$ cat config.mk
export PLATFORM = sky130hd
export DESIGN_NAME = sdr_pin_driver
export DESIGN_NICKNAME = d
export VERILOG_FILES = /design/src/rtl/sdr_drv_pkg.sv /design/src/rtl/sdr_phase_timer.sv /design/src/rtl/sdr_bit_sampler.sv /design/src/rtl/sdr_sda_driver.sv /design/src/rtl/sdr_pin_driver.sv
export SDC_FILE = /design/constraint.sdc
export NUM_CORES = 1
export LEC_CHECK = 0
export BUFFER_PORTS_ARGS = -buffer_cell sky130_fd_sc_hd__buf_4
export CAP_MARGIN = 20
export CORE_MARGIN = 2
export CORE_UTILIZATION = 57
export CTS_CLUSTER_SIZE = 40
export DETAILED_ROUTE_END_ITERATION = 10
export PLACE_DENSITY = 0.9
export SYNTH_ARGS = -nofsm -noshare
export SYNTH_HDL_FRONTEND = slang
export SYNTH_SLANG_ARGS = --single-unit
$ cat constraint.sdc
create_clock -name clk -period 7.7 [get_ports clk]
set_input_delay 0.385 -clock clk [delete_from_list [all_inputs] [get_ports clk]]
set_output_delay 0.385 -clock clk [all_outputs]
set_load 0.03 [all_outputs]
$ cat src/rtl/sdr_drv_pkg.sv
package sdr_drv_pkg;

    typedef enum logic [1:0] {
        PH_IDLE = 2'd0,
        PH_LOW  = 2'd1,
        PH_HIGH = 2'd2
    } phase_t;

    typedef struct packed {
        logic rx;        // target owns the bit
        logic val;       // transmit value
        logic pp;        // push-pull when set
        logic handback;  // target returns SDA at the rising edge
    } bit_cmd_t;

    typedef struct packed {
        logic oe;
        logic o;
    } pad_t;

    // Pad state to apply at the falling edge that opens a bit.
    function automatic pad_t launch_drive(bit_cmd_t c);
        pad_t p;
        if (c.rx) begin
            p.oe = 1'b0;
            p.o  = 1'b0;
        end else if (c.pp) begin
            p.oe = 1'b1;
            p.o  = c.val;
        end else begin
            p.oe = ~c.val;
            p.o  = 1'b0;
        end
        return p;
    endfunction

endpackage

$ cat src/rtl/sdr_phase_timer.sv
module sdr_phase_timer #(
    parameter int CNT_W = 8
) (
    input  logic             clk,
    input  logic             rst,
    input  logic             load,
    input  logic [CNT_W-1:0] length,
    output logic             expire
);
    localparam logic [CNT_W-1:0] ZERO = '0;
    localparam logic [CNT_W-1:0] ONE  = {{(CNT_W-1){1'b0}}, 1'b1};

    logic [CNT_W-1:0] remain_q;
    logic [CNT_W-1:0] start_val;

    always_comb begin
        start_val = (length == ZERO) ? ZERO : (length - ONE);
    end

    always_ff @(posedge clk) begin
        if (rst) begin
            remain_q <= ZERO;
        end else if (load) begin
            remain_q <= start_val;
        end else if (remain_q != ZERO) begin
            remain_q <= remain_q - ONE;
        end
    end

    assign expire = (remain_q == ZERO);
endmodule

$ cat src/rtl/sdr_bit_sampler.sv
module sdr_bit_sampler (
    input  logic clk,
    input  logic rst,
    input  logic capture,
    input  logic line,
    output logic bit_done,
    output logic rx_bit
);
    always_ff @(posedge clk) begin
        if (rst) begin
            bit_done <= 1'b0;
            rx_bit   <= 1'b0;
        end else begin
            bit_done <= capture;
            if (capture) begin
                rx_bit <= line;
            end
        end
    end
endmodule

$ cat src/rtl/sdr_sda_driver.sv
module sdr_sda_driver
    import sdr_drv_pkg::*;
(
    input  logic     clk,
    input  logic     rst,
    input  logic     launch,
    input  bit_cmd_t cmd,
    input  logic     capture,
    input  logic     line,
    output logic     sda_oe,
    output logic     sda_o
);
    pad_t pad_q;
    logic redrive_q;

    always_ff @(posedge clk) begin
        if (rst) begin
            pad_q     <= '0;
            redrive_q <= 1'b0;
        end else if (launch) begin
            pad_q     <= launch_drive(cmd);
            redrive_q <= cmd.rx & cmd.handback;
        end else if (capture && redrive_q) begin
            // take the line over on the same edge the target lets go
            pad_q.oe <= 1'b1;
            pad_q.o  <= line;
        end
    end

    assign sda_oe = pad_q.oe;
    assign sda_o  = pad_q.o;
endmodule

$ cat src/rtl/sdr_pin_driver.sv
module sdr_pin_driver
    import sdr_drv_pkg::*;
#(
    parameter int CNT_W = 8
) (
    input  logic             clk,
    input  logic             rst,
    input  logic [CNT_W-1:0] lo_cnt,
    input  logic [CNT_W-1:0] hi_cnt,
    input  logic             cmd_valid,
    output logic             cmd_ready,
    input  logic             cmd_rx,
    input  logic             cmd_bit,
    input  logic             cmd_pp,
    input  logic             cmd_handback,
    output logic             scl_o,
    output logic             sda_oe,
    output logic             sda_o,
    input  logic             sda_i,
    output logic             bit_done,
    output logic             rx_bit
);
    phase_t           phase_q;
    logic             scl_q;
    logic             expire;
    logic             accept;
    logic             rise;
    logic             tmr_load;
    logic [CNT_W-1:0] tmr_len;
    bit_cmd_t         cmd_s;

    assign cmd_s     = '{rx: cmd_rx, val: cmd_bit, pp: cmd_pp, handback: cmd_handback};
    assign cmd_ready = (phase_q == PH_IDLE) || ((phase_q == PH_HIGH) && expire);
    assign accept    = cmd_valid && cmd_ready;
    assign rise      = (phase_q == PH_LOW) && expire;
    assign tmr_load  = accept || rise;
    assign tmr_len   = accept ? lo_cnt : hi_cnt;

    always_ff @(posedge clk) begin
        if (rst) begin
            phase_q <= PH_IDLE;
            scl_q   <= 1'b1;
        end else if (accept) begin
            phase_q <= PH_LOW;
            scl_q   <= 1'b0;
        end else if (rise) begin
            phase_q <= PH_HIGH;
            scl_q   <= 1'b1;
        end else if ((phase_q == PH_HIGH) && expire) begin
            phase_q <= PH_IDLE;
        end
    end

    assign scl_o = scl_q;

    sdr_phase_timer #(.CNT_W(CNT_W)) u_timer (
        .clk    (clk),
        .rst    (rst),
        .load   (tmr_load),
        .length (tmr_len),
        .expire (expire)
    );

    sdr_sda_driver u_drv (
        .clk     (clk),
        .rst     (rst),
        .launch  (accept),
        .cmd     (cmd_s),
        .capture (rise),
        .line    (sda_i),
        .sda_oe  (sda_oe),
        .sda_o   (sda_o)
    );

    sdr_bit_sampler u_smp (
        .clk      (clk),
        .rst      (rst),
        .capture  (rise),
        .line     (sda_i),
        .bit_done (bit_done),
        .rx_bit   (rx_bit)
    );
endmodule

==> results.txt, run 1 <==
- Once the floorplan was initialized, standard cells occupied 61.6% of the core.
* Synth Register Bits: 16
- Switching share of power: 47.1%
- The initial antenna violation count is 0.
* Avg Synthesized Cell Area: 8.17 sq um
- FF-to-FF Start: u_timer.remain_q[4]
* Synth Instances: 151
* Minimum setup slack in the final design: 4.16 ns
- At the worst endpoint, the arrival time is 3.71 ns.
- Setup Crit Path Kind: register to register
- The longest clock path from root to sink contains 2 buffers.
- The floorplan has 16 rows.
* Post-layout instance count excluding filler cells: 207
* Area share of the largest cell type after synthesis: 26.0%
- The critical path crosses 9 cells after its start point.
- Based on the critical path, the design can be clocked at up to 283 MHz.
- Most used DFF post-synth: dfxtp_1
* Antenna Nets Post-Route: 0
- Summed over all nets, the half-perimeter wirelength after detailed placement is 2.54 mm.
- Net switching power: 220 uW
- The total count of hold-check failures in the final report came to 0.
- In this run the number of H-tree levels came out at 1.
* Data required time of the worst path: 7.87 ns
- Detail-routed net length per standard cell: 15.2 um
- In this run the worst setup path begins at u_timer.remain_q[4].
* Cell class contributing the biggest share of worst-path delay: simple AND/OR/NAND/NOR gates
- The internal power of the cells totals 247 uW.
- Sequential-to-total area share from yosys stat: 26.0%
- The worst-case IR drop observed on VDD is 178 uV.
- Slew Limit Fails: 0
- The congestion estimate from routability-driven global placement came to 0.889.
- In this run the standard cell core region covers 0.00200 sq mm.
- Clock-pin slew was measured on the worst setup and hold paths at 0.11 ns.
- In the layout the commonest cells are buf_4 (29), dfxtp_1 (16), a21oi_1 (14).
- Of all nets on the critical path, the largest fanout is 16.
- Port bufs: 29
- Largest net degree at the start of global routing: 17
- The most critical setup path has its endpoint at u_timer.remain_q[5].
- Worst R2R Setup Slack: 4.16 ns
- At the placement stage, the worst setup path has a slack of 4.24 ns.
- Syn_nets: 179
- Capturing element type of the critical path: register
- Slew margin rel.: 50.4%
- Per report_power, the combinational group accounts for 57.0% of the total.
- For this run, the total global-route usage over all layers was measured as 28.5%.
- Post-route fraction of the period consumed by the critical path: 45.9%
- Part of the power in the clock network: 12.6%
* Total die area: 0.00255 sq mm
- Registers are responsible for 30.4% of the overall power.
- Number of cells traversed by the worst register-to-register path: 9
- Number of synthesized flops with an enable pin: 0
- Fraction of final layout cells with drive strength greater than 1: 23.3%
* Number of top-level pins: 30
- Cell type with the largest total area after synthesis: dfxtp_1
- Utilization of the core after routing: 74.5%
- Number of global-route vias before repair: 1270
* Fraction of registers with async set/reset: 0%
- Chain of cells forming the critical path: or4_4, o31ai_4, nand2_2, mux2i_1, ha_1, nor4b_1, a21oi_1, o21bai_1, a311oi_1
- Using the TritonRoute via totals, the vias-per-cell ratio works out to 6.25.
* Max stage delay on crit path: 0.62 ns
* Placed cell count: 203
- Dividing total power by cell area gives a power density of 313 mW/mm^2.
- RSZ-0062 raised after global routing: false
- At the pin with the least slew margin, the transition time is 0.733 ns.
* CTS tree: done
- Endpoint of the worst-slack reg-to-reg timing path: u_timer.remain_q[5]
* Die Width: 50.5 um
* WP buf/inv: 0
- The tool flagged a number of max-cap violations equal to 0.
- The slowest stage of the critical path is the nor4b_1 cell.
* Yosys warnings: 0
- DRC violation count after routing: 0
- Clock latency on the worst-skew pair: 0.30 ns
- The mapped netlist covers 0.00123 sq mm.
* Drt initial violations: 53
- Number of hold buffers added after cts: 0
- From bottom edge to top edge, the die measures 50.5 um.
- Final min period: 3.54 ns
- Total via count in the routed design: 1294
- The netlist uses 40 different library cells.
* Status: completed
* HP Class: input pin to register
- TritonRoute pass-1 iters: 4
- For the final database, setup skew stands at 0.00982 ns.
* CTS sink count: 16
- Final antenna diode count: 0
- Relative to the synthesized area, the layout overhead comes to 20.9%.
- For this design the static power due to leakage is 0.610 nW.
- Final wirelength: 3.15 mm
* CTS Buf Count: 3
- After clock tree synthesis, the setup repair step added 0 buffers.
- Adding up every negative setup slack in the final design gives 0 ns.
* Dominant cells by area after synthesis: dfxtp_1 (26%), a21oi_1 (5.7%), xnor2_1 (5.0%)
- For this run the aggregate overflow at the end of global routing stands at 0.
- Post-CTS resize count: 0
- Number of nets in the final layout: 209
- Clock root buffer: clkbuf_4
- The library cell used most frequently in the layout, excluding fill and tap cells, is buf_4.
- Number of setup violations in the final report: 0
- Critical path launch point type: register
* First-pass GRT wire length: 5.55 mm
[power groups by stage]
stage	clock, mW	sequential (mW)	combinational [mW]
floorplan	0	0.142	0.210
global placement	0	0.139	0.254
detailed placement	0	0.143	0.261
CTS	0.0583	0.141	0.263
global route	0.0605	0.146	0.295
finish	0.0589	0.142	0.266
[cell type report]
class	instances	area, sq um
Sequential cell	16	320
Clock buffer	4	36.3
Multi-Input combinational cell	123	853
Timing Repair Buffer	29	218
Tap cell	27	33.8
Inverter	8	30.0
Fill cell	155	510
[through the flow]
stage	instance area (sq um)	total power [mW]	hold slack, ns
after floorplan	1230	0.352	0.444
after global placement	1460	0.393	0.446
after detailed placement	1460	0.404	0.455
after CTS	1490	0.462	0.334
after global routing	1490	0.502	0.346
final	1490	0.467	0.333
[flip-flops by register name (all words and copies together), names as in the netlist]
signal / flops
u_timer.remain_q: 8
phase_q: 2
scl_o: 1
u_drv.redrive_q: 1
u_drv.sda_o: 1
u_drv.sda_oe: 1
u_smp.bit_done: 1
u_smp.rx_bit: 1
[worst register-to-register path: stages (launching register included)]
cell      delay, ns
dfxtp_1        0.35
or4_4          0.61
o31ai_4        0.45
nand2_2        0.31
mux2i_1        0.36
ha_1           0.26
nor4b_1        0.62
a21oi_1        0.17
o21bai_1       0.20
a311oi_1       0.07
[layer usage]
layer	GRT usage, %	share of wire (%)	routed length [um]	vias up
met2	50.0	48	1520	70
li1	-	-	-	606
met3	2.68	6.9	219	13
met5	0	0	0	-
met1	33.8	41	1300	605
met4	15.8	3.7	116	0
[worst min path at each step]
| stage | from | endpoint | slack (ns) | cells past startpoint |
|---|---|---|---|---|
| floorplan | u_drv.redrive_q | u_drv.redrive_q | 0.44 | 2 |
| global placement | u_drv.sda_oe | u_drv.sda_oe | 0.45 | 2 |
| detailed placement | u_drv.sda_oe | u_drv.sda_oe | 0.46 | 2 |
| CTS | rst | u_timer.remain_q[2] | 0.33 | 2 |
| global route | rst | u_timer.remain_q[2] | 0.35 | 2 |
| finish | rst | u_timer.remain_q[3] | 0.33 | 2 |
[synth_stat cells, drive strengths merged, types with 5 or more instances]
master	number
a21oi	17
dfxtp	16
nand2	14
nor2	13
a211oi	8
inv	8
nor3	8
xnor2	7
xor2	6
nand3	5
o211ai	5
[cell families after synthesis]
logic type / synth area share, %
fa+ha+maj: 4.06
flops: 26.0
buf+inv: 4.87
simple gates: 25.5
mux: 3.25
xor+xnor: 9.23
compound gates: 27.2
Power figures use the tool's default switching activity.
==> inputs of run 2 (changes only) <==
CORE_ASPECT_RATIO = 1.75   (was unset)
CORE_UTILIZATION = 53   (was 57)
PLACE_DENSITY = 0.85   (was 0.9)
clock period = 3.5 ns   (was 7.7 ns; I/O delays follow)
==> run 2 against run 1 <==
Against the previous run: critical path type unchanged; die area rose by 7.5%; maximum frequency rose by 16%; design area rose by 3.1%; non-clock buffer count rose by 4; critical path depth rose by 1; clock skew fell by 0.0058 ns; utilization fell by 6.0 points; clock power rose to 2.9 times the previous value; sequential power rose by 120%; wire length rose by 0.79%.
==> results.txt, run 2 (synthesis results as in run 1) <==
- The run finished with clean final reports.
- The remaining design rule violation count is 0 (unchanged).
- Initial antenna violation count: 0 (unchanged)
* TritonRoute pass-1 iters: 4 (unchanged)
* Detail-routed net length per standard cell: 15.2 um (-0.17%)
* Multi-input gate area: 853 sq um (unchanged)
- The pin count of the biggest net entering global routing came to 12 (-5).
- Top reg by flops: u_timer.remain_q
* Switching share of power: 44.9% (-2.3 points)
- The all-layer global routing usage came to 27.8% (-0.63 points).
- The total count of hold-check failures in the final report is 0 (unchanged).
- Number of global-route vias before repair: 1258 (-0.94%)
- The final clock period utilization by the worst path came to 86.8% (+41 points).
* Tightest Pin Transition: 0.547 ns (-0.187 ns)
- H-tree levels: 1 (unchanged)
- Logic pwr share: 55.1% (-1.9 points)
- The shortest clock period the worst path allows after layout was 3.04 ns (-0.498 ns).
* Maximum resistive drop on vdd: 322 uV (+81%)
- Clock latency on the worst-skew pair: 0.26 ns (-0.04 ns)
* Leakage component of the power: 0.637 nW (+4.4%)
- HP Class: input pin to register
* Final wirelength: 3.18 mm (+0.79%)
- The half-perimeter wire length of the detailed placement result is 2.57 mm (+1.1%).
- Die H: 67.8 um (+34%)
- Clock root buffer: clkbuf_8
- The via count normalized by instance count came to 6.11 (-2.3%).
- The buffer count from post-CTS setup fixing is 0 (unchanged).
- The die boundary width is 40.5 um (-20%).
- Leaving out fill and tap cells, the most frequent cell in the layout is buf_4.
* Maximum operating frequency: 329 MHz (+16%)
- The number of filler cells placed in the layout came to 179 (+15%).
* Number of setup violations in the final report: 0 (unchanged)
- WP buf/inv: 0 (unchanged)
- The post-cts sizing count came to 0 (unchanged).
- The count of nets after finishing came to 213 (+1.9%).
- Fraction of final layout cells with drive strength greater than 1: 25.0% (+1.7 points)
- The number of DRC markers in iteration 0 was 26 (-51%).
- Setup Crit Path Kind: register to register
- In the layout the commonest cells are buf_4 (33), dfxtp_1 (16), a21oi_1 (14).
- Number of flip-flops in the largest register: 8 (unchanged)
- Data required time of the worst path: 3.62 ns (-4.25 ns)
- Cell class contributing the biggest share of worst-path delay: compound AO/OA/AOI/OAI gates
- Final antenna diode count: 0 (unchanged)
- CTS sink count: 16 (unchanged)
- The critical path goes through or4_4, o31ai_4, nand2_2, mux2i_1, ha_1, o2111ai_1, a211oi_1, a21oi_1, o21bai_1, a311oi_1.
* Pwr/cell area: 693 mW/mm^2 (+120%)
- Total via count in the routed design: 1276 (-1.4%)
- Smallest hold slack: 0.167 ns (-0.166 ns)
- Capturing element type of the critical path: register
- The total overflow reported by the global router was 0 (unchanged).
* Floorplan Core Area: 0.00224 sq mm (+12%)
* Initial cell density of the core: 55.0% (-6.7 points)
- Port bufs: 29 (unchanged)
- The row count came to 23 (+7).
- Int Pwr: 588 uW (+140%)
- Share of total power in sequential cells: 29.1% (-1.3 points)
- Slew margin rel.: 63.4% (+13 points)
* Leading registers by flop count: u_timer.remain_q: 8 flops, phase_q: 2 flops
* Gpl congestion: 0.884 (-0.52%)
- Setup repair after global routing left no endpoint under its margin.
- Slew Limit Fails: 0 (unchanged)
* CTS tree: done
- Area of all sequential standard cells: 320 sq um (unchanged)
- The switching power came to 478 uW (+120%).
- Clk_skew: 0.00406 ns (-0.00575 ns)
- The global-route wire length before repair came to 5.25 mm (-5.4%).
* Critical-path cell with the highest stage delay: or4_4
- Worst path arrival time: 3.16 ns (-0.55 ns)
- Antenna Nets Post-Route: 0 (unchanged)
- The number of hold-repair buffers added at the cts stage was 0 (unchanged).
- The number of buffers on the longest clock path is 2 (unchanged).
- The clock-pin transition on the worst setup and hold timing paths was 0.07 ns (-0.04 ns).
- Number of top-level pins: 30 (unchanged)
* Critical path launch point type: register
- The number of buffers created by CTS was 3 (unchanged).
- Area growth from synthesis to final layout: 24.6%
- Fin Setup TNS: 0 ns (unchanged)
* Max capacitance violation total: 0 (unchanged)
- Max stage delay on crit path: 0.61 ns (about the same)
* Part of the power in the clock network: 15.8% (+3.2 points)
- The die footprint was 0.00274 sq mm (+7.5%).
* Largest fanout on the critical path: 9 (-7)
==> run 2: cell types whose count changed in the layout (fill, tap and decap cells not counted) <==
cell | before | now
buf_4 | 29 | 33
clkbuf_4 | 3 | 0
clkbuf_8 | 1 | 4
==> run 2: metrics by stage <==
stage	power, mW	std cells	util [%]	setup slack, ns	instance area, sq um
floorplan	0.775	151	-	0.321	1230
global placement	0.871	205	66.1	0.604	1480
detailed placement	0.887	205	66.1	0.488	1480
CTS	1.06	209	68.5	0.474	1540
global route	1.14	209	68.5	0.208	1540
finish	1.07	209	68.5	0.461	1540
==> run 2: tightest hold or removal path, cell delays in order <==
cell and delay [ns]:
buf_4 0.09, mux2i_1 0.06, nor2_1 0.07
==> run 2: per-layer routing <==
metal / vias up / global-route usage [%] / share of wire (%)
met1: 586 / 28.3 / 35
met3: 15 / 1.62 / 4.7
met2: 60 / 48.6 / 54
li1: 615 / - / -
met4: 0 / 21.7 / 6.0
met5: - / 0 / 0
==> run 2: power by group through the flow <==
stage          Clock, mW  Sequential, mW  Combinational [mW]
2_1_floorplan          0           0.313               0.462
3_3_place_gp           0           0.308               0.563
3_5_place_dp           0           0.313               0.573
4_1_cts            0.168           0.310               0.583
5_1_grt            0.173           0.319               0.645
6_report           0.169           0.310               0.587
==> run 2: worst paths after layout <==
path / endpoint / depth (start not counted) / start / slack, ns
max: u_timer.remain_q[5] / 10 / u_timer.remain_q[4] / 0.46
min: u_smp.rx_bit / 3 / sda_i / 0.17
max reg2reg: u_timer.remain_q[5] / 10 / u_timer.remain_q[4] / 0.46
min reg2reg: u_drv.sda_oe / 2 / u_drv.sda_oe / 0.46
==> run 2: layout make-up <==
class	instances	share of cell area, %
multi-input cells	123	55.5
clock buffers	4	3.58
flip-flops and latches	16	20.8
repair buffers	33	16.1
inverters	8	1.95
well taps	25	2.03
==> inputs of run 3 (changes only) <==
ABC_AREA = 1   (was unset)
BUFFER_PORTS_ARGS = unset   (was -buffer_cell sky130_fd_sc_hd__buf_4)
CORE_ASPECT_RATIO = unset   (was 1.75)
CORE_UTILIZATION = 62   (was 53)
DONT_BUFFER_PORTS = 1   (was unset)
PLACE_DENSITY = 0.84   (was 0.85)
==> run 3 against run 2 <==
Against the previous run: first-iteration DRC count is 31% lower; worst setup slack improved by 0.46 ns; largest cell class unchanged; design area shrank 11%; largest power group unchanged; clock skew fell by 0.0016 ns; die area down 8.6%.
==> results.txt, run 3 <==
- The count of buffer and inverter cells on the critical path is 3 (+3).
- Clock tree synthesis selected as its root buffer the cell clkbuf_4.
- Maximum operating frequency: 388 MHz (+18%)
* Yosys warnings: 0 (unchanged)
- TritonCTS built the clock tree.
* Slew margin rel.: 59.7% (-3.7 points)
- The flip-flop count of the largest register after layout came to 8 (unchanged).
- Number of placement rows: 16 (-30%)
- The total core area came to 0.00198 sq mm (-12%).
- Status: completed
- The half-perimeter wire length of the detailed placement result is 2.29 mm (-11%).
- Setup repair after global routing left no endpoint under its margin.
- Leading registers by flop count: u_timer.remain_q: 8 flops, phase_q: 2 flops
- Clock latency on the worst-skew pair: 0.29 ns (+0.03 ns)
* Max stage delay on crit path: 0.46 ns (-0.15 ns)
- Critical-path cell with the highest stage delay: nand2_1
* Number of global-route vias before repair: 1244 (-1.1%)
- Max capacitance violation total: 0 (unchanged)
- For this run, the leading register cell type out of synthesis is dfxtp_1.
- Summed instance area of the synthesized netlist: 0.00132 sq mm (+6.8%)
- The remaining number of nets flagged by the antenna check after routing was 0 (unchanged).
* Die Width: 50.1 um (+24%)
- Per-cell via count in the routed design: 5.63 (-7.9%)
* Detail-routed net length per standard cell: 12.9 um (-15%)
- Gpl congestion: 0.951 (+7.6%)
- Final min period: 2.58 ns (-0.461 ns)
- The remaining design rule violation count was 0 (unchanged).
* Clock Pin Slew Worst Setup and Hold Paths: 0.09 ns (+0.02 ns)
* Final wirelength: 2.93 mm (-7.8%)
* Cell type with the largest total area after synthesis: dfxtp_1
* Highest-count cells in the layout ignoring fill and taps: nand2_1 (46), inv_1 (30), dfxtp_1 (16)
- Port bufs: 0 (-100%)
- The total overflow reported by the global router was 0 (unchanged).
- The initial antenna violation count came to 0 (unchanged).
- The gate count after technology mapping was 199 (+32%).
- The total number of vias came to 1277 (+0.078%).
* HP Class: input pin to register
* Utilization of the core after routing: 68.7% (+0.18 points)
- The number of pins with negative max-slew slack in the final report came to 0 (unchanged).
- By instance count, the leading cell after synthesis is nand2_1.
- The actual transition at the worst max-transition pin came to 0.603 ns (+0.0566 ns).
- Clk_skew: 0.00243 ns (-0.00163 ns)
- The initial core utilization is 66.5% (+12 points).
- The final setup violation count was 0 (unchanged).
* Number of synthesized flops with an enable pin: 0 (unchanged)
- Cell class contributing the biggest share of worst-path delay: simple AND/OR/NAND/NOR gates
- The static leakage was 0.652 nW (+2.3%).
- The number of clock sinks was 16 (unchanged).
- Fraction of final layout cells with drive strength greater than 1: 16.5% (-8.5 points)
- TritonRoute pass-1 iters: 4 (unchanged)
- Fraction of registers with async set/reset: 0% (unchanged)
* Power consumption: 1.00 mW (-6.0%)
* Avg Synthesized Cell Area: 6.62 sq um (-19%)
* Setup Crit Path Kind: register to register
- The endpoint required time on the critical path came to 3.69 ns (+0.07 ns).
- Most common cell after layout, fill and taps aside: nand2_1
* Largest fanout on the critical path: 11 (+2)
- Walking the worst path, the cells encountered are inv_1, ha_1, inv_1, nor2_2, nand3_1, nand2_1, nand3b_1, nand2_1, ha_1, inv_1, nor2_1, a21oi_1, o21ai_2, a21oi_1.
* Number of top-level pins: 30 (unchanged)
- The number of buffers on the longest clock path came to 2 (unchanged).
* CTS Buf Count: 3 (unchanged)
- The post-cts sizing count came to 0 (unchanged).
* Total global routing track utilization: 25.1% (-2.8 points)
- Total die area: 0.00251 sq mm (-8.6%)
* H-tree levels: 1 (unchanged)
- The count of nets after finishing was 230 (+8.0%).
- Top reg by flops: u_timer.remain_q
- Syn_nets: 227 (+27%)
- Drt initial violations: 18 (-31%)
- By area the synthesized netlist is led by dfxtp_1 (24%), nand2_1 (13%), inv_1 (8.5%).
- The final clock period utilization by the worst path is 73.6% (-13 points).
* Number of distinct standard cells referenced by the synthesized netlist: 29 (-28%)
- Critical path's most frequent cell: inv_1
* Die H: 50.1 um (-26%)
- STA classifies the critical path endpoint as a register.
- Critical path launch point type: register
- The total of flip-flops plus latches after synthesis is 16 (unchanged).
* Number of hold buffers added after cts: 2 (+2)
- The buffer count from post-CTS setup fixing came to 0 (unchanged).
- Area share of the largest cell type after synthesis: 24.3% (-1.7 points)
- Fin Setup TNS: 0 ns (unchanged)
* Pwr/cell area: 736 mW/mm^2 (+6.2%)
* Count of final hold-check violations: 0 (unchanged)
* First-pass GRT wire length: 4.91 mm (-6.6%)
* Area growth from synthesis to final layout: 3.32%
* Most common library cells after synthesis: nand2_1 (46), inv_1 (30), dfxtp_1 (16)
- Worst path arrival time: 2.76 ns (-0.40 ns)
- Sequential-to-total area share from yosys stat: 24.3% (-1.7 points)
- Maximum resistive drop on vdd: 420 uV (+31%)
- The number of filler cells placed in the layout is 187 (+4.5%).
- Final antenna diode count: 0 (unchanged)
- The pin count of the biggest net entering global routing is 19 (+7).
## run 3: changes by cell type after synthesis, moves of 5 or more
cell	change
nand3b_1	+8
nand2_2	+6
a211oi_1	-7
xnor2_1	-7
nor2_2	+7
nand2_1	+33
o21ai_0	+6
inv_1	+22
nand3_2	+6
o211ai_1	-5
## run 3: stage by stage
step	setup WS [ns]	area (sq um)	cells	hold slack (ns)
2_1_floorplan	1.47	1320	199	0.244
5_1_grt	0.668	1360	227	0.0490
6_report	0.922	1360	227	0.0346
3_5_place_dp	0.966	1320	222	0.247
3_3_place_gp	1.04	1320	222	0.246
4_1_cts	0.946	1360	227	0.0268
## run 3: worst paths after layout
kind                             from             endpoint  depth (start not counted)  slack, ns
hold / removal                  sda_i          u_drv.sda_o                          2       0.03
setup reg to reg  u_timer.remain_q[0]  u_timer.remain_q[4]                         14       0.92
hold reg to reg            phase_q[0]           phase_q[0]                          2       0.54
setup / recovery  u_timer.remain_q[0]  u_timer.remain_q[4]                         14       0.92
## run 3: layout make-up
type | count | area, sq um | area share (%)
Multi-Input combinational cell | 147 | 845 | 62.0
Sequential cell | 16 | 320 | 23.5
Inverter | 32 | 120 | 8.82
Tap cell | 27 | 33.8 | 2.48
Clock buffer | 3 | 22.5 | 1.65
Timing Repair Buffer | 2 | 20.0 | 1.47
## run 3: layer usage
metal  GRT usage, %  share of wire [%]  vias up
met5              0                  0        -
li1               -                  -      652
met1           29.1                 44      571
met4           8.33                1.6        0
met3           5.45                6.0        5
met2           44.7                 49       49
## run 3: cells by family (layout without fill, tap and decap cells)
group	after synthesis	count (layout)	synth area share, %
xor+xnor	2	2	1.33
fa+ha+maj	4	4	3.80
compound gates	35	35	16.0
flops	16	16	24.3
buf+inv	36	37	11.6
simple gates	106	106	43.0
## run 3: worst register-to-register path: stages, from the launching register on
cell and delay, ns:
dfxtp_1 0.32, inv_1 0.13, ha_1 0.22, inv_1 0.06
nor2_2 0.11, nand3_1 0.08, nand2_1 0.46, nand3b_1 0.13
nand2_1 0.14, ha_1 0.24, inv_1 0.08, nor2_1 0.17
a21oi_1 0.10, o21ai_2 0.16, a21oi_1 0.08
## run 3: power breakdown
part / leakage, nW / internal [mW] / switching (mW)
Clock: 0.0138 / 0.0402 / 0.0598
Combinational: 0.506 / 0.200 / 0.387
Sequential: 0.132 / 0.241 / 0.0736
